[config.mk]
export PLATFORM = sky130hd
export DESIGN_NAME = bip8_track_fsm
export DESIGN_NICKNAME = d
export VERILOG_FILES = /design/src/rtl/bip8_pkg.sv /design/src/rtl/bip8_track_fsm.sv
export SDC_FILE = /design/constraint.sdc
export NUM_CORES = 1
export LEC_CHECK = 0
export BUFFER_PORTS_ARGS = -buffer_cell sky130_fd_sc_hd__clkbuf_2
export CORE_AREA = 5 5 42 44
export DETAILED_ROUTE_END_ITERATION = 7
export DIE_AREA = 0 0 47 49
export GPL_ROUTABILITY_DRIVEN = 0
export HOLD_SLACK_MARGIN = 0.15
export REMOVE_ABC_BUFFERS = 1
export SKIP_CTS_REPAIR_TIMING = 1
export SYNTH_ARGS = -nofsm -noshare
export SYNTH_HDL_FRONTEND = slang
export SYNTH_SLANG_ARGS = --single-unit
[constraint.sdc]
create_clock -name clk -period 0.9 [get_ports clk]
set_input_delay 0.135 -clock clk [delete_from_list [all_inputs] [get_ports clk]]
set_output_delay 0.135 -clock clk [all_outputs]
set_load 0.02 [all_outputs]
[src/rtl/bip8_pkg.sv]
package bip8_pkg;

    typedef enum logic [1:0] {
        TRK_SEEK  = 2'd0,
        TRK_OPEN  = 2'd1,
        TRK_ARMED = 2'd2,
        TRK_DONE  = 2'd3
    } trk_state_t;

endpackage

[src/rtl/bip8_track_fsm.sv]
module bip8_track_fsm
    import bip8_pkg::*;
(
    input  logic clk,
    input  logic rst_n,
    input  logic frame_start,
    input  logic parity_strobe,
    output logic cmp_go
);

    trk_state_t state_q;
    trk_state_t state_d;

    always_ff @(posedge clk) begin
        if (!rst_n) begin
            state_q <= TRK_SEEK;
        end else begin
            state_q <= state_d;
        end
    end

    always_comb begin
        state_d = state_q;
        unique case (state_q)
            TRK_SEEK: begin
                if (frame_start) state_d = TRK_OPEN;
            end
            TRK_OPEN: begin
                if (frame_start) state_d = parity_strobe ? TRK_DONE : TRK_ARMED;
            end
            TRK_ARMED: begin
                if (frame_start)        state_d = parity_strobe ? TRK_DONE : TRK_ARMED;
                else if (parity_strobe) state_d = TRK_DONE;
            end
            TRK_DONE: begin
                if (frame_start) state_d = parity_strobe ? TRK_DONE : TRK_ARMED;
            end
            default: state_d = TRK_SEEK;
        endcase
    end

    always_comb begin
        cmp_go = 1'b0;
        unique case (state_q)
            TRK_SEEK:  cmp_go = 1'b0;
            TRK_OPEN:  cmp_go = frame_start && parity_strobe;
            TRK_ARMED: cmp_go = parity_strobe;
            TRK_DONE:  cmp_go = frame_start && parity_strobe;
            default:   cmp_go = 1'b0;
        endcase
    end


    done_blocks_chk: assert property (@(posedge clk) disable iff (!rst_n)
        (state_q == TRK_DONE && !frame_start) |-> !cmp_go);


    cmp_marks_done_chk: assert property (@(posedge clk) disable iff (!rst_n)
        cmp_go |=> (state_q == TRK_DONE));


    seek_silent_chk: assert property (@(posedge clk) disable iff (!rst_n)
        (state_q == TRK_SEEK) |-> !cmp_go);

endmodule

==> reports/results.tsv, run 1 <==
stage	metric	value	unit
route	wirelength	285	um
clock_network	clock_latency	0.22	ns
power	p_leak	0.08641	nW
floorplan	core-area	0.001401	mm2
global_route	track_usage	3.162	%
timing	setup_viol	2	
placement	placedCellCount	32	
worst_setup_path	critPathKind	reg2out	
power	power	0.0003601	W
timing	fin_tns_setup	-0.4225	ns
cells_and_area	largest_register_ffs	2	
floorplan	initial_utilization	6.607	%
yosys	yosysMostFrequentCell	dfxtp_1	
yosys	synth_edf_count	0	
timing	fin_skew	0.0009618	ns
timing	final_max_slew_viol_count	0	
route	num_vias	107	
route	drt_iter0_drc	1	
cells_and_area	final_cell_count_no_fill	36	
yosys	ys_seq_elements	2	
global_route	grt_pass1_vias	103	
yosys	ys.flop_type	dfxtp_1	
clock_network	clock_path_buffers	2	
timing	max_freq	848.7	MHz
route	ant_nets	0	
clock_network	clkSinkCount	2	
yosys	syn_area_per_cell	10.29	um2
worst_setup_path	slowest_delay	0.32	ns
worst_setup_path	path_max_fanout	3	
placement	portBuffers	4	
worst_hold_path	min_path_type	in2reg	
yosys	synth.distinct_cells	8	
cells_and_area	area_delta_synth_final	110.8	%
cells_and_area	reg_top3	state_q: 2 flops	
cells_and_area	drive_above_1_share	60.00	%
yosys	synth_area_leaders	dfxtp_1 43%, mux2_1 12%, o221a_1 12%	
floorplan	std_cell_rows	14	
worst_setup_path	crit_path_end_kind	output port	
worst_setup_path	slowest_stage	dfxtp_2	
yosys	synth_top_cell_by_area	dfxtp_1	
floorplan	die_height	49	um
yosys	synth_top_cell_area_share	43.24	%
timing	maxSlewHeadroom	92.73	%
worst_setup_path	start_kind	flip-flop	
cells_and_area	regMostFlops	state_q	
outcome	failed_checks	setup timing	
cells_and_area	nNetsFinal	26	
worst_setup_path	crit_buf_inv	1	
global_route	antenna_found_initial	0	
clock_network	root_buffer	clkbuf_4	
route	vias_per_cell	2.972	
timing	hold_violations	0	
timing	setup_ws	-0.2783	ns
global_route	gr-total-overflow	0	
timing	min_period	1.178	ns
worst_setup_path	critical-path-top-delay-family	flip-flops	
worst_setup_path	path_cells	or2b_1 > a21boi_1 > buf_4	
cells_and_area	n_antenna_cell	0	
timing	worst_slew_pin_slew	0.1088	ns
yosys	yosys_warnings	0	
power	irDropWorstVdd	379.9	uV
cells_and_area	utilization	13.93	%
yosys	synth_cells	9	
clock_network	path_clk_slew	0.03	ns
floorplan	die_area	0.002303	mm2
route	routedWlPerCell	7.917	um
worst_setup_path	required	0.76	ns
yosys	yosysSeqAreaShare	43.24	%
clock_network	numCtsBuffers	3	
clock_network	cts-htree-levels	1	
global_route	grt_max_degree	4	
route	drt-pass1-iter-count	2	
global_route	grt_pass1_wl	393	um
yosys	syn_area	92.59	um2
yosys	async_reset_ff_share	0	%
placement	place_hpwl	185.3	um
timing	rsz0062_at_grt	yes	
floorplan	chipWidth	47	um
cells_and_area	fillers	167	
route	drc	0	
job	maxCapViolations	0	
placement	place_ws	-0.1865	ns
timing	fin_crit_sh	130.9	%
power	powerDensity	1845	mW/mm2
outcome	outcome	finished with violations	
floorplan	io_pins	5	
worst_setup_path	critPathArrivalTime	1.04	ns
clock_network	cts_tree	done	
cell usage in the layout (no fill, tap or decap):
cell type and n:
nand2_1 1, dlygate4sd3_1 1, or2b_1 1, a21oi_1 1, clkbuf_2 3, clkbuf_4 3, mux2_4 1, dfxtp_2 1
buf_4 4, nor2b_1 1, dfxtp_1 1, a21boi_1 1, o221a_1 1
path summary, 6_finish.rpt:
kind                                   end  slack (ns)         from  cells after the start
worst max register to register  state_q[0]       -0.14   state_q[1]                      3
worst max-delay path                cmp_go       -0.28   state_q[1]                      3
worst min-delay path            state_q[1]        0.22  frame_start                      3
worst min register to register  state_q[1]        0.48   state_q[1]                      2
layer usage:
layer,GRT usage [%],vias to the layer above,wire (um)
met1,2.838,43,134
met5,0,-,0
met3,2.583,2,37
met2,2.262,7,98
met4,6.912,0,15
li1,-,55,-
kinds of logic after synthesis:
family	synth area share, %
AO/OA/AOI/OAI	25.67
AND/OR/NAND/NOR	18.92
flip-flops	43.24
multiplexers	12.16
per-stage QoR:
step / hold WS, ns / area [um2]
final: 0.2150 / 195.2
after global routing: 0.2138 / 195.2
after CTS: 0.1360 / 177.7
after detailed placement: 0.3727 / 155.1
after global placement: 0.3712 / 155.1
after floorplan: 0.2632 / 92.59
layout make-up:
cell class	count	area [um2]	area share (%)
Multi-Input combinational cell	7	56.30	28.85
Clock buffer	3	22.52	11.54
Timing Repair Buffer	8	55.05	28.21
Tap cell	16	20.02	10.26
Sequential cell	2	41.29	21.15
worst register-to-register path, delay by kind of cell (launching register included):
family                 cells  cell delay (ns)
multiplexers               1             0.29
AO/OA/AOI/OAI              1             0.21
flip-flops                 1             0.31
buffers and inverters      1             0.13
power by group:
| part | switching (W) | internal (W) | leakage (nW) |
|---|---|---|---|
| combinational | 0.0000216 | 0.0000382 | 0.0556 |
| sequential | 0.00000474 | 0.0000976 | 0.0170 |
| clock | 0.0000509 | 0.000147 | 0.0138 |
| total | 0.0000772 | 0.000283 | 0.0864 |
No activity file was read; power rests on OpenSTA's default activity.
==> run 2, diff against run 1 <==
Settings changed: SKIP_CTS_REPAIR_TIMING 1 to unset.
==> run 2 against run 1 <==
Effect of this change: the flow still finishes with violations (setup timing); count of clock-buffer cells in the layout did not move; routed wire length increased by 24%; worst hold slack gained 0.0049 ns; critical path type unchanged; sequential power barely moved; first-iteration DRC count increased to 3.0 times the previous value; design area up 22%; largest power group unchanged; maximum frequency shrank 0.51%; clock skew about the same; sequential cell count stayed put; clock power hardly changed; setup slack got worse by 0.0060 ns; combinational power up 46%; largest cell class is now buffers.
==> reports/results.tsv, run 2 (synthesized netlist as in run 1, its figures left out) <==
stage	metric	value	unit	change
cells_and_area	nNetsFinal	29		+12%
worst_setup_path	required	0.76	ns	about the same
power	irDropWorstVdd	408.8	uV	+7.6%
cells_and_area	drive_above_1_share	73.91	%	+14 points
clock_network	clock_path_buffers	2		unchanged
global_route	grt_pass1_wl	462	um	+18%
clock_network	cts_tree	done		
cells_and_area	area_delta_synth_final	156.8	%	
timing	fin_skew	0.001068	ns	+0.0001059 ns
placement	place_hpwl	185.3	um	unchanged
cells_and_area	final_common_cell	buf_6		
floorplan	initial_utilization	6.607	%	unchanged
power	p_seq_share	26.6	%	-1.8 points
worst_setup_path	critPathKind	reg2out		
global_route	gr-total-overflow	0		unchanged
worst_hold_path	min_path_type	in2reg		
route	num_vias	126		+18%
clock_network	clock_latency	0.22	ns	about the same
power	pwr-share-comb	22.5	%	+5.9 points
cells_and_area	regArea	42.54	um2	+3.0%
timing	max_freq	844.4	MHz	-0.51%
power	p_clk_share	50.9	%	-4.1 points
route	drc	0		unchanged
timing	fin_crit_sh	131.6	%	+0.67 points
timing	hold_violations	0		unchanged
job	maxCapViolations	0		unchanged
global_route	grt_max_degree	4		unchanged
cells_and_area	regMostFlops	state_q		
outcome	failed_checks	setup timing		
timing	maxSlewHeadroom	92.73	%	about the same
cells_and_area	n_antenna_cell	0		unchanged
route	vias_per_cell	3.231		+8.7%
timing	worst_slew_pin_slew	0.1088	ns	-0.00002706 ns
global_route	track_usage	3.514	%	+0.35 points
floorplan	die_area	0.002303	mm2	unchanged
timing	min_period	1.184	ns	+0.006009 ns
power	switching_power	0.00008566	W	+11%
cells_and_area	fillers	163		-2.4%
worst_setup_path	crit_path_end_kind	output port		
timing	setup_ws	-0.2843	ns	-0.006009 ns
cells_and_area	multi_input_area	60.06	um2	+6.7%
timing	rsz0062_at_grt	yes		
clock_network	clkSinkCount	2		unchanged
placement	portBuffers	4		unchanged
clock_network	path_clk_slew	0.03	ns	about the same
power	p_leak	0.1065	nW	+23%
power	p_sw_share	22.01	%	+0.57 points
clock_network	cts-htree-levels	1		unchanged
route	drt_iter0_drc	3		+2
placement	place_ws	-0.1865	ns	unchanged
floorplan	die_height	49	um	unchanged
worst_setup_path	critPathArrivalTime	1.05	ns	about the same
timing	setup_viol	3		+1
worst_setup_path	path_max_fanout	2		-1
clock_network	numCtsBuffers	3		unchanged
power	powerDensity	1637	mW/mm2	-11%
route	wirelength	354	um	+24%
floorplan	io_pins	5		unchanged
power	internal-power	0.0003035	W	+7.3%
cells_and_area	reg_top3	state_q: 2 flops		
worst_setup_path	start_kind	flip-flop		
route	routedWlPerCell	9.077	um	+15%
placement	placedCellCount	32		unchanged
route	ant_nets	0		unchanged
cells_and_area	largest_register_ffs	2		unchanged
cells_and_area	final_cell_mix	4 x buf_6, 3 x clkbuf_4, 3 x clkbuf_2, 3 x buf_4, 2 x dfxtp_2		
route	drt-pass1-iter-count	2		unchanged
floorplan	chipWidth	47	um	unchanged
clock_network	root_buffer	clkbuf_4		
global_route	grt_pass1_vias	124		+20%
floorplan	core-area	0.001401	mm2	unchanged
timing	final_max_slew_viol_count	0		unchanged
global_route	antenna_found_initial	0		unchanged
outcome	outcome	finished with violations		
floorplan	std_cell_rows	14		unchanged
cells_and_area	final_cell_count_no_fill	39		+8.3%
## run 2: cell types whose count changed in the layout (fill, tap and decap cells not counted), sizes merged
cell  before  now
buf        4    7
## run 2: through the flow
step | power, W | hold WS (ns) | utilization, % | instance area, um2 | setup TNS (ns)
floorplan | 0.0001233 | 0.2632 | - | 92.59 | -0.3489
global placement | 0.0001512 | 0.3712 | 11.07 | 155.1 | -0.3616
detailed placement | 0.0001524 | 0.3727 | 11.07 | 155.1 | -0.3316
CTS | 0.0003796 | 0.2009 | 14.46 | 202.7 | -0.5677
global route | 0.0004244 | 0.2179 | 16.96 | 237.7 | -0.7334
finish | 0.0003891 | 0.2199 | 16.96 | 237.7 | -0.6234
## run 2: layer usage
| layer | up-vias | GRT usage (%) | part of all wire, % |
|---|---|---|---|
| met3 | 2 | 2.583 | 10 |
| met2 | 7 | 3.167 | 42 |
| met5 | - | 0 | 0 |
| met4 | 0 | 6.912 | 4.2 |
| li1 | 61 | - | - |
| met1 | 56 | 3.057 | 43 |
## run 2: power groups by stage
stage / registers [W] / logic (W) / clock network, W
2_1_floorplan: 0.000103 / 0.0000205 / 0
3_5_place_dp: 0.000103 / 0.0000497 / 0
4_1_cts: 0.000101 / 0.0000643 / 0.000214
3_3_place_gp: 0.000103 / 0.0000485 / 0
6_report: 0.000104 / 0.0000875 / 0.000198
5_1_grt: 0.000105 / 0.0000933 / 0.000226
## run 2: final timing paths
path / from / end / slack [ns] / depth (start not counted)
max: state_q[1] / cmp_go / -0.28 / 3
max reg2reg: state_q[1] / state_q[0] / -0.25 / 4
min: frame_start / state_q[1] / 0.22 / 3
min reg2reg: state_q[0] / state_q[1] / 0.60 / 3
## run 2: worst max-delay path: stages, from the launching register on
cell and delay, ns:
dfxtp_2 0.32, or2b_1 0.23, a21boi_1 0.12, buf_4 0.16
## run 2: layout make-up
| type | count | area share [%] |
|---|---|---|
| timing repair buffer | 11 | 38.95 |
| multi-input combinational | 7 | 25.26 |
| sequential | 2 | 17.89 |
| clock buffer | 3 | 9.474 |
| tap | 16 | 8.421 |
## run 2: what timing repair did
item,4_1_cts,5_1_grt
setup endpoints to repair,2,2
pin swaps,2,1
cloned,0,0
resized for setup,4,7
hold buffers,1,0
setup buffers,1,3
hold endpoints to repair,1,0
